[config.mk]
export PLATFORM = sky130hd
export DESIGN_NAME = pirq_router
export DESIGN_NICKNAME = d
export VERILOG_FILES = /design/src/rtl/irq_route_pkg.sv /design/src/rtl/pin_swizzle.sv /design/src/rtl/pirq_level_latch.sv /design/src/rtl/steer_regs.sv /design/src/rtl/line_combine.sv /design/src/rtl/pirq_router.sv
export SDC_FILE = /design/constraint.sdc
export NUM_CORES = 1
export LEC_CHECK = 0
export ABC_AREA = 0
export BUFFER_PORTS_ARGS = -buffer_cell sky130_fd_sc_hd__buf_2
export CORE_ASPECT_RATIO = 0.75
export CORE_MARGIN = 3
export CORE_UTILIZATION = 23
export CTS_CLUSTER_SIZE = 24
export DETAILED_ROUTE_END_ITERATION = 8
export PLACE_DENSITY_LB_ADDON = 0.25
export RECOVER_POWER = 50
export SLEW_MARGIN = 40
export SYNTH_ARGS = -nofsm -noshare
export SYNTH_HDL_FRONTEND = slang
export SYNTH_SLANG_ARGS = --single-unit
[constraint.sdc]
create_clock -name clk -period 4.38 [get_ports clk]
set_clock_uncertainty 0.15 [all_clocks]
set_input_delay 0.438 -clock clk [delete_from_list [all_inputs] [get_ports clk]]
set_output_delay 0.438 -clock clk [all_outputs]
set_load 0.02 [all_outputs]
[src/rtl/irq_route_pkg.sv]
package irq_route_pkg;

    localparam int PINS_PER_DEV = 4;
    localparam int PIRQ_CNT     = 4;
    localparam int LINE_CNT     = 16;
    localparam int DEVFN_W      = 8;
    localparam int BYTE_W       = 8;
    localparam int PIRQ_IDX_W   = $clog2(PIRQ_CNT);
    localparam int LINE_IDX_W   = $clog2(LINE_CNT);
    localparam logic [BYTE_W-1:0] STEER_RST = 8'h80;

    // Decoded view of one steering byte.
    typedef struct packed {
        logic                  active;
        logic [LINE_IDX_W-1:0] line;
    } steer_t;

    // Shared line reached by pin p of a device with device/function number f.
    function automatic logic [PIRQ_IDX_W-1:0] pirq_of(
        input int unsigned        pin,
        input logic [DEVFN_W-1:0] devfn
    );
        int unsigned slot;
        slot = int'(devfn >> 3);
        return PIRQ_IDX_W'((pin + slot + PIRQ_CNT - 1) % PIRQ_CNT);
    endfunction

    // A byte below the line count names a line; larger values disconnect.
    function automatic steer_t decode_steer(input logic [BYTE_W-1:0] raw);
        steer_t s;
        s.active = (int'(raw) < LINE_CNT);
        s.line   = LINE_IDX_W'(int'(raw) % LINE_CNT);
        return s;
    endfunction

endpackage

[src/rtl/pin_swizzle.sv]
module pin_swizzle
    import irq_route_pkg::*;
#(
    parameter int NUM_DEV = 4
) (
    input  logic [NUM_DEV*PINS_PER_DEV-1:0] dev_int,
    input  logic [NUM_DEV*DEVFN_W-1:0]      dev_devfn,
    output logic [PIRQ_CNT-1:0]             pirq_req
);
    localparam int SRC_CNT = NUM_DEV * PINS_PER_DEV;

    // One one-hot contribution per device pin.
    logic [SRC_CNT-1:0][PIRQ_CNT-1:0] contrib;

    for (genvar d = 0; d < NUM_DEV; d++) begin : g_dev
        for (genvar p = 0; p < PINS_PER_DEV; p++) begin : g_pin
            logic [PIRQ_IDX_W-1:0] tgt;
            assign tgt = pirq_of(p, dev_devfn[d*DEVFN_W +: DEVFN_W]);
            always_comb begin
                contrib[d*PINS_PER_DEV+p] = '0;
                contrib[d*PINS_PER_DEV+p][tgt] = dev_int[d*PINS_PER_DEV+p];
            end
        end
    end

    always_comb begin
        pirq_req = '0;
        for (int s = 0; s < SRC_CNT; s++) begin
            pirq_req = pirq_req | contrib[s];
        end
    end
endmodule

[src/rtl/pirq_level_latch.sv]
module pirq_level_latch
    import irq_route_pkg::*;
(
    input  logic                clk,
    input  logic                rst,
    input  logic [PIRQ_CNT-1:0] pirq_req,
    output logic [PIRQ_CNT-1:0] level_q
);
    always_ff @(posedge clk) begin
        if (rst) begin
            level_q <= '0;
        end else begin
            level_q <= pirq_req;
        end
    end
endmodule

[src/rtl/steer_regs.sv]
module steer_regs
    import irq_route_pkg::*;
(
    input  logic                              clk,
    input  logic                              rst,
    input  logic [PIRQ_IDX_W-1:0]             sel,
    input  logic                              wr_en,
    input  logic [BYTE_W-1:0]                 wdata,
    output logic [BYTE_W-1:0]                 rdata,
    output logic [PIRQ_CNT-1:0][BYTE_W-1:0]   raw_q,
    output steer_t [PIRQ_CNT-1:0]             steer
);
    for (genvar i = 0; i < PIRQ_CNT; i++) begin : g_reg
        always_ff @(posedge clk) begin
            if (rst) begin
                raw_q[i] <= STEER_RST;
            end else if (wr_en && (sel == PIRQ_IDX_W'(i))) begin
                raw_q[i] <= wdata;
            end
        end
        assign steer[i] = decode_steer(raw_q[i]);
    end

    assign rdata = raw_q[sel];
endmodule

[src/rtl/line_combine.sv]
module line_combine
    import irq_route_pkg::*;
(
    input  logic [PIRQ_CNT-1:0] level,
    input  steer_t [PIRQ_CNT-1:0] steer,
    output logic [LINE_CNT-1:0] lines
);
    for (genvar k = 0; k < LINE_CNT; k++) begin : g_line
        logic [PIRQ_CNT-1:0] hit;
        for (genvar p = 0; p < PIRQ_CNT; p++) begin : g_src
            assign hit[p] = level[p] && steer[p].active &&
                            (steer[p].line == LINE_IDX_W'(k));
        end
        assign lines[k] = |hit;
    end
endmodule

[src/rtl/pirq_router.sv]
module pirq_router
    import irq_route_pkg::*;
#(
    parameter int NUM_DEV = 4
) (
    input  logic                            clk,
    input  logic                            rst,
    input  logic [NUM_DEV*4-1:0]            dev_int,
    input  logic [NUM_DEV*8-1:0]            dev_devfn,
    input  logic [1:0]                      reg_sel,
    input  logic                            reg_wr_en,
    input  logic [7:0]                      reg_wdata,
    output logic [7:0]                      reg_rdata,
    output logic [15:0]                     legacy_irq
);
    logic [PIRQ_CNT-1:0]             pirq_req;
    logic [PIRQ_CNT-1:0]             level_q;
    logic [PIRQ_CNT-1:0][BYTE_W-1:0] route_bytes;
    steer_t [PIRQ_CNT-1:0]           steer;

    pin_swizzle #(.NUM_DEV(NUM_DEV)) u_swz (
        .dev_int   (dev_int),
        .dev_devfn (dev_devfn),
        .pirq_req  (pirq_req)
    );

    pirq_level_latch u_lvl (
        .clk      (clk),
        .rst      (rst),
        .pirq_req (pirq_req),
        .level_q  (level_q)
    );

    steer_regs u_regs (
        .clk   (clk),
        .rst   (rst),
        .sel   (reg_sel),
        .wr_en (reg_wr_en),
        .wdata (reg_wdata),
        .rdata (reg_rdata),
        .raw_q (route_bytes),
        .steer (steer)
    );

    line_combine u_comb (
        .level (level_q),
        .steer (steer),
        .lines (legacy_irq)
    );
endmodule

After elaboration in Yosys (flattened, before gate mapping)
Cells that the tools add are included.

cells by class
  multiplexer cells = 34
  order comparisons = 37
  reductions and logical operators = 109
  equal/unequal tests = 63
  bitwise gates (word level) = 31
  $add $sub $neg = 44

operator list
  kind                                                                                  number
  4-bit equality test (second input constant)                                           32
  1-bit logical AND                                                                     88
  4-bit AND                                                                             16
  4-bit by 3-bit equality test with 1-bit output (second input constant)                16
  4-bit OR reduction                                                                    16
  4-bit OR                                                                              15
  2-bit by 3-bit < comparator with 1-bit output (second input constant)                 17
  2-bit by 1-bit adder with 2-bit output (second input constant)                        16
  1-bit demux with 2-bit select                                                         16
  4-bit by 2-bit equality test with 1-bit output (second input constant)                8
  2-bit by 1-bit greater-or-equal comparator with 1-bit output (second input constant)  16
  8-bit by 5-bit < comparator with 1-bit output (second input constant)                 4
  2-bit by 1-bit subtractor with 2-bit output (second input constant)                   16
  2-bit adder (first input constant)                                                    8
  8-bit binary-select mux with 2-bit select                                             1
  4-bit by 1-bit equality test with 1-bit output (second input constant)                4
  4-bit zero test                                                                       4
  1-bit two-way mux                                                                     16
  1-bit by 2-bit adder with 2-bit output (first input constant)                         4
  8-bit two-way mux                                                                     1
  2-bit equality test (second input constant)                                           2
  2-bit by 1-bit equality test with 1-bit output (second input constant)                1
  2-bit zero test                                                                       1

storage, ports and cells
  logic and storage cells = 323
  input bits = 61
  flip-flop bits (word level) = 36
  output and inout bits = 24

Logic depth before layout (Yosys ltp)
Gate-level depths: netlist of the first run.

  depth after elaboration = 23
  mapped depth = 5
  mapped depth without buffers = 4

By module
Synthesis of the first run repeated with hierarchy kept, for this count alone.

unflattened totals
  cells, all modules = 288
  area total of the unflattened synthesis = 2806.4 um^2

by module, submodules not included
  module            seq. area each (um^2)  area an instance (um^2)  cells an instance  times used
  steer_regs        640.6                  1630.3                   145                1
  line_combine      0.0                    650.6                    93                 1
  pin_swizzle       0.0                    420.4                    42                 1
  pirq_level_latch  80.1                   105.1                    8                  1

Least setup slack after synthesis of the first run
Ideal clock, no wire load.

  path kind = reg2out
  start point = register u_regs.raw_q[12] (netlist name)
  end point = output legacy_irq[14]
  arrival time = 2.067 ns
  path buffers = 0
  data required time = 3.792 ns
  cell stages (with the launch flop) = 4
  slack = 1.725 ns
  cells stage by stage = dfxtp_1 > or4b_4 > or3_4 > o311ai_0

on the way
  longest elaborated chain between the ends = 4

RTL lines
  item                                           RTL line             source
  from (decl)                                    steer_regs.sv:10     output logic [PIRQ_CNT-1:0][BYTE_W-1:0] raw_q,
  from (signal, indexed assignment)              steer_regs.sv:18     raw_q[i] <= wdata;
  8-bit by 5-bit < comparator with 1-bit output  irq_route_pkg.sv:31  s.active = (int'(raw) < LINE_CNT);
  1-bit logical AND (2 in series)                line_combine.sv:11   assign hit[p] = level[p] && steer[p].active &&
  4-bit OR reduction                             line_combine.sv:14   assign lines[k] = |hit;
  to (decl)                                      pirq_router.sv:14    output logic [15:0] legacy_irq

No other way between the ends.

Final worst setup path of the first run
  start point = register u_regs.raw_q[20] (netlist name)
  end point = output legacy_irq[3]

The elaborated chain is that of the path after synthesis.

==> impl_metrics.toml, run 1 <==
[finish]
finish.cell_count_without_fillers = 470
nets = 398
drive_above_1_share = 0.272
insertedDiodeCount = 0
area.growth.synth_to_final_pct = 23.3
area.sequential_um2 = 721
multi_input_comb_area_um2 = 1670
fill_cells = 1068

[routing]
routed_via_density = 5.25
drc_errors = 0
detailroute.via_count = 2468
drtAntennaViolNets = 0
drt_pass1_iterations = 6
wl_per_cell_um = 17.0
finalWirelength_um = 7970
dr.first_iter.drc_count = 210

[clocking]
clockRootBuffer = "sky130_fd_sc_hd__clkbuf_16"
cts_tree = "built"
post-cts-setup-buffers = 0
cts-buffers-inserted = 5
count_of_clock_tree_sinks = 36
ctsResizeCount = 0
htreeDepth = 2
post_cts_hold_buffer_count = 0
clk_path_buf_depth = 2
clkTransAtPathRegs_ps = 50
clock_insertion_delay_worst_skew_ps = 270

[logic_synthesis]
seq_area_frac_synth = 0.294
synth.cell_area_um2 = 2450
dominantRegCellSynth = "sky130_fd_sc_hd__dfxtp_1"
mappedNetlistNets = 351
post_synth_num_cell_types = 39
netlist.area_leader.share = 0.294
synth_top_cell_by_area = "sky130_fd_sc_hd__dfxtp_1"
synth.top_cells.by_area = "sky130_fd_sc_hd__dfxtp_1 (29%), sky130_fd_sc_hd__mux4_2 (11%), sky130_fd_sc_hd__mux2i_1 (10%)"
syn_inst = 290
synth_most_common_cell = "sky130_fd_sc_hd__nand2_1"
synth_common_cells = "sky130_fd_sc_hd__nand2_1 (48), sky130_fd_sc_hd__dfxtp_1 (36), sky130_fd_sc_hd__nor2_1 (26)"
ys_async_sr_fraction = 0
yosys_register_bits = 36
synth_area_per_cell_um2 = 8.47
number_of_synthesized_flops_with_an_enable_pin = 0
syn_warnings = 0

[setup_path]
timing.reg2reg.worst_path_depth = 2
timing.critical_path.arrival_ps = 2350
startpoint_type = "register"
required_ps = 3790
timing.critical_path.fanout_max = 4
timing.rr.end = "u_regs.raw_q[27]$_SDFFE_PP0P_"
worstReg2RegStart = "u_regs.raw_q[27]$_SDFFE_PP0P_"
worst-r2r-setup-slack_ps = 3310
cp_endpoint_kind = "output port"
setup.worst_path.class = "reg -> out"

[global_route]
number_of_antenna_violations_at_the_first_check_in_global_routing = 0
first_pass_grt_wire_length_um = 12200
gr-usage-all-layers = 0.128
first_global_vias = 2272
grt_max_degree = 37
globalRouteOverflowTotal = 0

[sta]
max_slew.worst_pin.slew_ps = 871
report.final.setup_viol = 0
min_period_over_period = 0.670
final-max-slew-violation-count = 0
unrepaired_setup_endpoints_after_global_routing = "false"
fmaxAchievable_mhz = 341
final.min_clock_period_ps = 2930
setup-tns-final_ps = 0
final_critical_path_setup_slack_ps = 1450
relSlewSlack = 0.419
timing.final.hold_violations = 0

[placed_design]
place.detailed.instances = 462
portBuffers = 60
globalplace.congestion = 0.878
dp.final_hpwl_um = 6210
post-place-ws_ps = 1680

[floorplanning]
die_boundary_width_um = 125
std_cell_rows = 31
starting_density_of_the_core = 0.245
full_die_area_um2 = 12000
io_pins = 85
coreArea_um2 = 10000
die_h_um = 95.5

[run_status]
status = "completed"

[flow_run]
max_cap_violations = 0

[power_and_ir_drop]
power.density_cell_area_nw_per_um2 = 280
p_leak_nw = 1.24
max-vdd-ir-drop_v = 0.000174

[min_path]
holdPathStages = 3
hold-path-endpoint = "u_regs.raw_q[28]$_SDFFE_PP0P_"
holdCritPathClass = "in -> reg"
min_from = "reg_wdata[4]"
==> worst max-delay path by stage <==
stage	endpoint	from	slack (ps)
finish	legacy_irq[3]	u_regs.raw_q[20]$_SDFFE_PP0P_	1450
global route	legacy_irq[3]	u_regs.raw_q[20]$_SDFFE_PP0P_	1380
CTS	legacy_irq[14]	u_regs.raw_q[28]$_SDFFE_PP0P_	1380
detailed placement	legacy_irq[14]	u_regs.raw_q[28]$_SDFFE_PP0P_	1680
global placement	legacy_irq[4]	u_regs.raw_q[20]$_SDFFE_PP0P_	1530
floorplan	legacy_irq[14]	u_regs.raw_q[12]$_SDFFE_PP0P_	1730
==> registers in the layout (all words and copies together), names as in the netlist <==
signal         count
u_lvl.level_q      4
u_regs.raw_q      32
==> critical path, stage by stage (launching register included) <==
cell                      delay (ps)
sky130_fd_sc_hd__dfxtp_1         340
sky130_fd_sc_hd__or4b_4          580
sky130_fd_sc_hd__nor4_1          640
sky130_fd_sc_hd__a22oi_1         200
sky130_fd_sc_hd__nand2_1         140
sky130_fd_sc_hd__buf_2           170
==> logic make-up (layout without fill, tap and decap cells) <==
logic type,Yosys count,count (layout),synth area share
AND/OR/NAND/NOR,133,133,0.274
multiplexers,42,42,0.241
flip-flops,36,36,0.294
buffers and inverters,28,76,0.0443
AO/OA/AOI/OAI,51,51,0.147
==> area by class of cell <==
cell class                 count  area share
timing repair buffer          61      0.0996
clock buffer                   8      0.0483
sequential                    36       0.238
multi-input combinational    226       0.551
inverter                       7     0.00868
tap                          132      0.0545
==> stage by stage <==
step	total power, mW	utilization	hold slack [ps]	instance area [µm²]
floorplan	0.449	-	295	2450
global placement	0.501	0.284	314	2850
detailed placement	0.503	0.286	330	2860
CTS	0.852	0.301	301	3010
global route	0.885	0.303	316	3030
finish	0.848	0.303	308	3030
==> metal layers <==
layer  global-route usage  vias to the layer above  routed length, µm
li1                     -                     1174                  -
met1                0.184                     1212               3820
met2                0.192                       71               3590
met3               0.0342                       11                455
met4               0.0253                        0                110
met5                    0                        -                  0
==> report_power, final <==
part,internal [mW],switching (mW)
logic,0.0611,0.0779
clock network,0.227,0.123
registers,0.341,0.0182
total,0.629,0.219
==> layout by cell type, fill, tap and decap left out, types with 5 or more instances in the layout <==
cell and n:
sky130_fd_sc_hd__buf_2 58, sky130_fd_sc_hd__nand2_1 48, sky130_fd_sc_hd__dfxtp_1 36, sky130_fd_sc_hd__nor2_1 26
sky130_fd_sc_hd__mux2i_1 25, sky130_fd_sc_hd__nand3_1 18, sky130_fd_sc_hd__a32oi_1 15, sky130_fd_sc_hd__a21oi_1 15
sky130_fd_sc_hd__mux4_2 12, sky130_fd_sc_hd__a22oi_1 8, sky130_fd_sc_hd__nor2b_1 8, sky130_fd_sc_hd__inv_1 7
sky130_fd_sc_hd__nor4b_2 5, sky130_fd_sc_hd__clkbuf_16 5, sky130_fd_sc_hd__clkbuf_1 5
Note: power is estimated with default switching activity, not from simulation.
==> run 2: changes to the inputs <==
ABC_AREA = 1   (was 0)
clock period = 2.6 ns   (was 4.38 ns; I/O delays follow)
==> impl_metrics.toml, run 2 <==
[logic_synthesis]
synth_top_cell_by_area = "sky130_fd_sc_hd__dfxtp_1"
synth_most_common_cell = "sky130_fd_sc_hd__nand2_1"
synth.cell_area_um2 = 2760
yosys_register_bits = 36
seq_area_frac_synth = 0.261
post_synth_num_cell_types = 22
number_of_synthesized_flops_with_an_enable_pin = 0
synth_area_per_cell_um2 = 5.90
syn_warnings = 0
dominantRegCellSynth = "sky130_fd_sc_hd__dfxtp_1"
syn_inst = 468
synth.top_cells.by_area = "sky130_fd_sc_hd__dfxtp_1 (26%), sky130_fd_sc_hd__nand3_1 (18%), sky130_fd_sc_hd__nand2_1 (15%)"
ys_async_sr_fraction = 0
mappedNetlistNets = 529
netlist.area_leader.share = 0.261
synth_common_cells = "sky130_fd_sc_hd__nand2_1 (112), sky130_fd_sc_hd__nand3_1 (97), sky130_fd_sc_hd__nor2_1 (57)"

[finish]
nets = 578
final_design_area_no_fill_um2 = 3230
area.sequential_um2 = 721
regMostFlops = "u_regs.raw_q"
insertedDiodeCount = 0
final_common_cell = "sky130_fd_sc_hd__nand2_1"
final_util = 0.285
area.growth.synth_to_final_pct = 16.9
largest_registers_ranked_by_flip_flop_count = "u_regs.raw_q (32), u_lvl.level_q (4)"
largest_register_ffs = 32
most-common-layout-cells = "sky130_fd_sc_hd__nand2_1 (118), sky130_fd_sc_hd__nand3_1 (97), sky130_fd_sc_hd__nor2_1 (59), sky130_fd_sc_hd__buf_2 (57), sky130_fd_sc_hd__inv_1 (46)"
fill_cells = 1313
drive_above_1_share = 0.135
multi_input_comb_area_um2 = 1670

[setup_path]
required_ps = 2190
critical-path-slowest-cell = "sky130_fd_sc_hd__nor2_2"
timing.critical_path.fanout_max = 16
crit_path_max_incr_delay_ps = 420
timing.critical_path.arrival_ps = 1780
setup.worst_path.class = "reg -> out"
startpoint_type = "register"
cp_endpoint_kind = "output port"
cp_num_buf_inv = 1
timing.critical_path.max_delay_family = "simple AND/OR/NAND/NOR gates"
worstPathCellList = "nor2_1, nand2_1, nor2_2, nand3_1, nand4_1, buf_2"

[floorplanning]
die_boundary_width_um = 132
full_die_area_um2 = 13400
coreArea_um2 = 11300
starting_density_of_the_core = 0.244
die_h_um = 101
io_pins = 85
std_cell_rows = 33

[clocking]
clk_path_buf_depth = 2
post_cts_hold_buffer_count = 0
clkTransAtPathRegs_ps = 60
post-cts-setup-buffers = 0
count_of_clock_tree_sinks = 36
htreeDepth = 2
clock_insertion_delay_worst_skew_ps = 270
cts-buffers-inserted = 5
ctsResizeCount = 0
cts_tree = "built"
clockRootBuffer = "sky130_fd_sc_hd__clkbuf_16"

[sta]
setup-tns-final_ps = 0
fmaxAchievable_mhz = 456
final_critical_path_setup_slack_ps = 407
report.final.setup_viol = 0
relSlewSlack = 0.403
unrepaired_setup_endpoints_after_global_routing = "false"
final.min_clock_period_ps = 2190
final-max-slew-violation-count = 0
timing.final.hold_violations = 0
max_slew.worst_pin.slew_ps = 892
min_period_over_period = 0.844

[global_route]
gr-usage-all-layers = 0.138
first_global_vias = 2874
globalRouteOverflowTotal = 0
grt_max_degree = 32
first_pass_grt_wire_length_um = 15100
number_of_antenna_violations_at_the_first_check_in_global_routing = 0

[flow_run]
max_cap_violations = 0

[routing]
drtAntennaViolNets = 0
drt_pass1_iterations = 7
wl_per_cell_um = 13.9
dr.first_iter.drc_count = 253
finalWirelength_um = 9400
routed_via_density = 4.84
detailroute.via_count = 3265
drc_errors = 0

[placed_design]
dp.final_hpwl_um = 7440
portBuffers = 60
globalplace.congestion = 0.903
place_area_um2 = 3130
post-place-ws_ps = 702

[power_and_ir_drop]
max-vdd-ir-drop_v = 0.000289
p_leak_nw = 1.53
power.density_cell_area_nw_per_um2 = 470
post-layout-total-power_mw = 1.52

[run_status]
status = "completed"

[min_path]
holdCritPathClass = "in -> reg"
==> run 2: cell count changes after synthesis, sizes merged, moves of 25 or more <==
| cell | change |
|---|---|
| nor2 | +35 |
| inv | +41 |
| mux2i | -25 |
| nand3 | +79 |
| o21ai | +27 |
| nand2 | +70 |
==> run 2: worst paths after layout <==
check | startpoint | slack [ps] | cells past startpoint | end
max | u_regs.raw_q[23]$_SDFFE_PP1P_ | 410 | 6 | legacy_irq[9]
min reg2reg | u_regs.raw_q[28]$_SDFFE_PP0P_ | 320 | 2 | u_regs.raw_q[28]$_SDFFE_PP0P_
max reg2reg | u_regs.raw_q[18]$_SDFFE_PP0P_ | 1770 | 2 | u_regs.raw_q[18]$_SDFFE_PP0P_
min | rst | 80 | 2 | u_regs.raw_q[12]$_SDFFE_PP0P_
==> run 2: area by class of cell <==
cell class,instances,share of cell area
multi-input cells,364,0.518
repair buffers,61,0.0943
well taps,157,0.0609
clock buffers,8,0.0454
inverters,49,0.0578
flip-flops and latches,36,0.223
==> run 2: power by group <==
| part | switching (mW) | internal, mW |
|---|---|---|
| registers | 0.0241 | 0.584 |
| clock network | 0.220 | 0.382 |
| logic | 0.213 | 0.0941 |
| total | 0.457 | 1.06 |
==> run 2: cells by family (layout without fill, tap and decap cells) <==
family	after synthesis	count (layout)	synth area share
compound gates	71	71	0.146
buf+inv	68	118	0.115
simple gates	293	293	0.478
flops	36	36	0.261
==> run 2: through the flow <==
step           cells  hold WS [ps]
6_report         675          82.5
5_1_grt          675           107
4_1_cts          675          81.3
3_5_place_dp     667           309
3_3_place_gp     667           306
2_1_floorplan    468           179
==> run 2: layer usage <==
layer | global-route usage | vias up | routed length [µm]
met3 | 0.0264 | 4 | 761
met5 | 0 | - | 0
met4 | 0.0184 | 0 | 42
li1 | - | 1658 | -
met1 | 0.220 | 1471 | 4950
met2 | 0.193 | 132 | 3650
